## config.mk

```make
export PLATFORM = sky130hd
export DESIGN_NAME = fc_pause_ctrl
export DESIGN_NICKNAME = d
export VERILOG_FILES = /design/src/rtl/fc_pkg.sv /design/src/rtl/fc_ctl_reg.sv /design/src/rtl/fc_pause_tx.sv /design/src/rtl/fc_rx_timer.sv /design/src/rtl/fc_jam.sv /design/src/rtl/fc_pause_ctrl.sv
export SDC_FILE = /design/constraint.sdc
export NUM_CORES = 1
export LEC_CHECK = 0
export BUFFER_PORTS_ARGS = -buffer_cell sky130_fd_sc_hd__buf_2
export CAP_MARGIN = 20
export CORE_MARGIN = 8
export CORE_UTILIZATION = 45
export DETAILED_ROUTE_END_ITERATION = 6
export PLACE_DENSITY = 0.73
export SYNTH_ARGS = -nofsm -noshare
export SYNTH_HDL_FRONTEND = slang
export SYNTH_SLANG_ARGS = --single-unit
```

## constraint.sdc

```tcl
create_clock -name clk -period 2.3 [get_ports clk]
set_input_delay 0.115 -clock clk [delete_from_list [all_inputs] [get_ports clk]]
set_output_delay 0.115 -clock clk [all_outputs]
set_load 0.05 [all_outputs]
```

## src/rtl/fc_pkg.sv

```systemverilog
package fc_pkg;

    localparam int TIME_W = 16;
    localparam logic [TIME_W-1:0] PAUSE_MAX  = '1;
    localparam logic [TIME_W-1:0] PAUSE_ZERO = '0;

    // Host register layout, bit 7 first.
    typedef struct packed {
        logic req_zero;
        logic req_max;
        logic auto_en;
        logic bp_any;
        logic bp_match;
        logic rx_seen;
        logic rx_live;
        logic fc_en;
    } ctl_reg_t;

    typedef enum logic [1:0] {
        SRC_HOST_MAX,
        SRC_HOST_ZERO,
        SRC_AUTO_XOFF,
        SRC_AUTO_XON
    } pause_src_e;

    function automatic logic [TIME_W-1:0] src_time(pause_src_e s);
        return (s == SRC_HOST_MAX || s == SRC_AUTO_XOFF) ? PAUSE_MAX : PAUSE_ZERO;
    endfunction

endpackage

```

## src/rtl/fc_ctl_reg.sv

```systemverilog
module fc_ctl_reg
    import fc_pkg::*;
(
    input  logic       clk,
    input  logic       rst,
    input  logic       wr,
    input  logic       rd,
    input  logic [7:0] wdata,
    input  logic       rx_pause_valid,
    input  logic       rx_live,
    input  logic       clr_max,
    input  logic       clr_zero,
    output ctl_reg_t   ctl
);
    logic req_zero, req_max, auto_en, bp_any, bp_match, rx_seen, fc_en;

    always_ff @(posedge clk) begin
        if (rst) begin
            req_zero <= 1'b0;
            req_max  <= 1'b0;
            auto_en  <= 1'b0;
            bp_any   <= 1'b0;
            bp_match <= 1'b0;
            rx_seen  <= 1'b0;
            fc_en    <= 1'b0;
        end else begin
            if (wr) begin
                auto_en  <= wdata[5];
                bp_any   <= wdata[4];
                bp_match <= wdata[3];
                fc_en    <= wdata[0];
            end
            // one-shot requests: write-one-to-set, cleared on completion
            req_zero <= (req_zero & ~clr_zero) | (wr & wdata[7]);
            req_max  <= (req_max  & ~clr_max)  | (wr & wdata[6]);
            rx_seen  <= rx_pause_valid | (rx_seen & ~rd);
        end
    end

    always_comb begin
        ctl.req_zero = req_zero;
        ctl.req_max  = req_max;
        ctl.auto_en  = auto_en;
        ctl.bp_any   = bp_any;
        ctl.bp_match = bp_match;
        ctl.rx_seen  = rx_seen;
        ctl.rx_live  = rx_live;
        ctl.fc_en    = fc_en;
    end
endmodule

```

## src/rtl/fc_pause_tx.sv

```systemverilog
module fc_pause_tx
    import fc_pkg::*;
#(
    parameter int LVL_W = 10
) (
    input  logic              clk,
    input  logic              rst,
    input  logic              req_max,
    input  logic              req_zero,
    input  logic              auto_en,
    input  logic [LVL_W-1:0]  level,
    input  logic [LVL_W-1:0]  high_mark,
    input  logic [LVL_W-1:0]  low_mark,
    input  logic              done,
    output logic              busy,
    output logic [TIME_W-1:0] time_val,
    output logic              clr_max,
    output logic              clr_zero
);
    pause_src_e src, pick;
    logic       have_pick, xoff_sent;

    // fixed priority: host max, host zero, automatic max, automatic zero
    always_comb begin
        have_pick = 1'b1;
        pick      = SRC_HOST_MAX;
        if (req_max)                                  pick = SRC_HOST_MAX;
        else if (req_zero)                            pick = SRC_HOST_ZERO;
        else if (auto_en && !xoff_sent && level > high_mark) pick = SRC_AUTO_XOFF;
        else if (auto_en && xoff_sent && level < low_mark)   pick = SRC_AUTO_XON;
        else                                          have_pick = 1'b0;
    end

    always_ff @(posedge clk) begin
        if (rst) begin
            busy      <= 1'b0;
            src       <= SRC_HOST_MAX;
            time_val  <= PAUSE_ZERO;
            xoff_sent <= 1'b0;
        end else begin
            if (!busy) begin
                if (have_pick) begin
                    busy     <= 1'b1;
                    src      <= pick;
                    time_val <= src_time(pick);
                end
            end else if (done) begin
                busy <= 1'b0;
                if (src == SRC_AUTO_XOFF) xoff_sent <= 1'b1;
                if (src == SRC_AUTO_XON)  xoff_sent <= 1'b0;
            end
            if (!auto_en) xoff_sent <= 1'b0;
        end
    end

    assign clr_max  = busy && done && (src == SRC_HOST_MAX);
    assign clr_zero = busy && done && (src == SRC_HOST_ZERO);
endmodule

```

## src/rtl/fc_rx_timer.sv

```systemverilog
module fc_rx_timer
    import fc_pkg::*;
(
    input  logic              clk,
    input  logic              rst,
    input  logic              load,
    input  logic [TIME_W-1:0] load_val,
    input  logic              tick,
    input  logic              fc_en,
    output logic              live,
    output logic              hold
);
    logic [TIME_W-1:0] count;

    always_ff @(posedge clk) begin
        if (rst)                      count <= '0;
        else if (load)                count <= load_val;
        else if (tick && count != 0)  count <= count - 1'b1;
    end

    assign live = (count != '0);
    assign hold = fc_en & live;
endmodule

```

## src/rtl/fc_jam.sv

```systemverilog
module fc_jam #(
    parameter int LVL_W = 10
) (
    input  logic             clk,
    input  logic             rst,
    input  logic             half_duplex,
    input  logic             bp_any,
    input  logic             bp_match,
    input  logic             frame_start,
    input  logic             da_match,
    input  logic [LVL_W-1:0] level,
    input  logic [LVL_W-1:0] mark,
    output logic             jam
);
    logic hit;

    assign hit = half_duplex && frame_start && (level > mark)
              && (bp_any || (bp_match && da_match));

    always_ff @(posedge clk) begin
        if (rst) jam <= 1'b0;
        else     jam <= hit;
    end
endmodule

```

## src/rtl/fc_pause_ctrl.sv

```systemverilog
module fc_pause_ctrl
    import fc_pkg::*;
#(
    parameter int LVL_W = 10
) (
    input  logic              clk,
    input  logic              rst,
    input  logic              reg_wr,
    input  logic              reg_rd,
    input  logic [7:0]        reg_wdata,
    output logic [7:0]        reg_rdata,
    input  logic [LVL_W-1:0]  buf_level,
    input  logic [LVL_W-1:0]  bp_high_mark,
    input  logic [LVL_W-1:0]  fc_high_mark,
    input  logic [LVL_W-1:0]  fc_low_mark,
    input  logic              half_duplex,
    input  logic              rx_frame_start,
    input  logic              rx_da_match,
    input  logic              rx_pause_valid,
    input  logic [TIME_W-1:0] rx_pause_time,
    input  logic              slot_tick,
    output logic              ptx_req,
    output logic [TIME_W-1:0] ptx_time,
    input  logic              ptx_done,
    output logic              jam_req,
    output logic              tx_hold
);
    ctl_reg_t ctl;
    logic     clr_max, clr_zero, rx_live;

    fc_ctl_reg u_reg (
        .clk(clk), .rst(rst), .wr(reg_wr), .rd(reg_rd), .wdata(reg_wdata),
        .rx_pause_valid(rx_pause_valid), .rx_live(rx_live),
        .clr_max(clr_max), .clr_zero(clr_zero), .ctl(ctl)
    );

    fc_pause_tx #(.LVL_W(LVL_W)) u_ptx (
        .clk(clk), .rst(rst), .req_max(ctl.req_max), .req_zero(ctl.req_zero),
        .auto_en(ctl.auto_en), .level(buf_level), .high_mark(fc_high_mark),
        .low_mark(fc_low_mark), .done(ptx_done), .busy(ptx_req),
        .time_val(ptx_time), .clr_max(clr_max), .clr_zero(clr_zero)
    );

    fc_rx_timer u_rxt (
        .clk(clk), .rst(rst), .load(rx_pause_valid), .load_val(rx_pause_time),
        .tick(slot_tick), .fc_en(ctl.fc_en), .live(rx_live), .hold(tx_hold)
    );

    fc_jam #(.LVL_W(LVL_W)) u_jam (
        .clk(clk), .rst(rst), .half_duplex(half_duplex), .bp_any(ctl.bp_any),
        .bp_match(ctl.bp_match), .frame_start(rx_frame_start),
        .da_match(rx_da_match), .level(buf_level), .mark(bp_high_mark),
        .jam(jam_req)
    );

    assign reg_rdata = ctl;
endmodule

```

==> metrics.yaml <==
yosysTopAreaCellShare: 0.2420
fillers: 522
cellLeakagePower_uw: 0.001483
viasPerCell: 5.188
wl_per_cell_um: 13.59
async_reset_ff_frac: 0
syn_nets: 406
tightest_slew_ns: 0.5465
first_pass_iters: 4
num_rows: 26
yosysMostFrequentCell: "inv_1"
grt.total_usage: 0.1524
yosys.area.top_type: "dfxtp_1"
post-place-ws_ns: 0.06092
outcome: "completed"
clock-sinks: 29
drive_gt1_frac: 0.3246
start_util: 0.4667
wl_mm: 6.143
clock_latency_ns: 0.28
hold_end: "u_reg.bp_any"
clockRootBuffer: "clkbuf_8"
synth_area_leaders: "dfxtp_1 24%, ha_1 16%, buf_4 7.2%"
skew_ns: 0.004177
syn_area_per_cell_um2: 7.942
hold_buffers: 0
fin_nets: 485
coreArea_mm2: 0.005140
fp.dieW_um: 89.01
dp_hpwl_mm: 4.836
grt_max_degree: 31
cts_buffer_depth: 2
ys_seq_area_frac: 0.2420
setup_violations: 0
vias: 2345
io_pins: 101
hp-class: "input pin to flip-flop"
clock.fmax_mhz: 439.0
max-cap-violations: 0
dpl_cell_area_mm2: 0.002796
ys_top_cells_by_count: "41 x inv_1, 30 x ha_1, 29 x dfxtp_1"
drt_iter0_markers: 146
path_clk_slew_ns: 0.06
slew_violations: 0
final_area_mm2: 0.002927
grt_pass1_vias: 2283
drc: 0
cp.arrival_ns: 2.47
ys_ff_latch: 29
period_needed_ns: 2.278
netlist_instances: 302
hold_violations: 0
yosys_most_used_dff: "dfxtp_1"
hold_depth: 3
cts_tree: "done"
hold_slack_ns: 0.07026
rsz0062_at_grt: "yes"
synth_warnings: 0
r2r_cells: 6
numCtsBuffers: 5
die_h_um: 89.01
port_buffers: 98
critical_path_class: "flip-flop to flip-flop"
worstReg2RegEnd: "u_rxt.count[14]"
n_antenna_cell: 0
cp-start-kind: "flip-flop"
worstReg2RegStart: "u_rxt.count[1]"
synth-edff-count: 0
maxSlewHeadroom: 0.6262
crit_path_end_kind: "flip-flop"
ir_drop_mv: 0.3887
powerDensity_mw_per_mm2: 563.2
fin_ws_ns: 0.02204
die_area_mm2: 0.007922
syn_area_mm2: 0.002399
synth.distinct_cells: 47
crit_required_ns: 2.49
grt.overflow.total: 0
reg2reg_slack_ns: 0.02
critPathMaxFanout: 5
place_congestion: 0.7888
hp-start: "reg_wdata[4]"
syn2layout_area_growth_pct: 22.01
grt_first_pass_wirelength_mm: 9.639
period_share: 0.9904
antenna_found_initial: 0
cts_max_level: 2
ant_nets: 0
[kinds of logic after synthesis]
logic type      count (synthesis)  share of synthesized area
fa+ha+maj                      30                     0.1565
simple gates                   86                     0.1972
compound gates                 68                     0.1930
flops                          29                     0.2420
mux                             5                    0.02087
xor+xnor                       11                    0.04017
buf+inv                        73                     0.1502
[layout make-up]
class / instances / area, um^2 / share of cell area
Clock inverter: 1 / 5.005 / 0.001710
Timing Repair Buffer: 103 / 528.0 / 0.1804
Sequential cell: 29 / 581.8 / 0.1988
Multi-Input combinational cell: 200 / 1470 / 0.5024
Inverter: 42 / 157.7 / 0.05387
Clock buffer: 7 / 96.34 / 0.03292
Tap cell: 70 / 87.58 / 0.02993
[worst max path at each step]
stage	start	endpoint	slack, ns
after floorplan	u_rxt.count[0]	u_rxt.count[14]	0.15
after global placement	u_rxt.count[0]	u_rxt.count[14]	0.1
after detailed placement	u_rxt.count[0]	u_rxt.count[14]	0.06
after CTS	u_rxt.count[0]	u_rxt.count[14]	0.04
after global routing	u_rxt.count[1]	u_rxt.count[14]	-0.04
final	u_rxt.count[1]	u_rxt.count[14]	0.02
[flip-flops by register name, summed over array words and instances (netlist names)]
signal	flops
u_ptx.time_val	1
u_jam.jam	1
u_reg.req_zero	1
u_reg.req_max	1
u_reg.rx_seen	1
u_reg.bp_any	1
u_ptx.xoff_sent	1
u_reg.bp_match	1
u_reg.fc_en	1
u_reg.auto_en	1
u_rxt.count	16
u_ptx.busy	1
u_ptx.src	2
[critical path, stage by stage, from the launching register on]
cell and delay (ns):
dfxtp_1 0.31, inv_1 0.07, ha_2 0.17, or4b_4 0.49, or4_4 0.47, or4_4 0.43, a311oi_1 0.26
[metal layers]
metal  vias up  track usage  routed length, um
met2        64       0.2547               2813
met4         0      0.04079                 52
met3         5      0.03493                452
met5         -            0                  0
li1       1213            -                  -
met1      1063       0.1909               2824
[layout by cell type (no fill, tap or decap), types with 3 or more instances in the layout]
master     count
mux2i_1        5
nor3_1         9
nor4_1         6
or4_4          3
or3_1          3
dfxtp_1       28
a211oi_1      14
nor2_1        26
nand2_1       12
nand3_1        3
ha_1          29
clkbuf_8       7
a2111oi_0      3
nand3b_1       3
buf_2         98
buf_4          5
o21ai_0        9
xnor2_1       10
nand2b_1       3
inv_1         40
nand4_1        7
a21oi_1       19
[what timing repair did]
item	CTS	global route
pin swaps	1	1
buffers inserted	2	0
gates resized for setup	0	5
setup endpoints to repair	1	6
[power by group]
group          internal [uW]  switching [uW]  leakage, uW
registers                541            49.4     0.000240
clock network            270             198    0.0000542
logic                    213             377      0.00119
total                   1020             624      0.00148
[per-stage QoR]
step | utilization | power [uW] | setup TNS [ns] | std cells
global route | 0.5694 | 1743 | -0.03646 | 452
detailed placement | 0.5441 | 1179 | 0 | 442
global placement | 0.5441 | 1167 | 0 | 442
CTS | 0.5667 | 1654 | 0 | 452
floorplan | - | 1064 | 0 | 302
finish | 0.5694 | 1648 | 0 | 452
No activity file was read; power rests on OpenSTA's default activity.
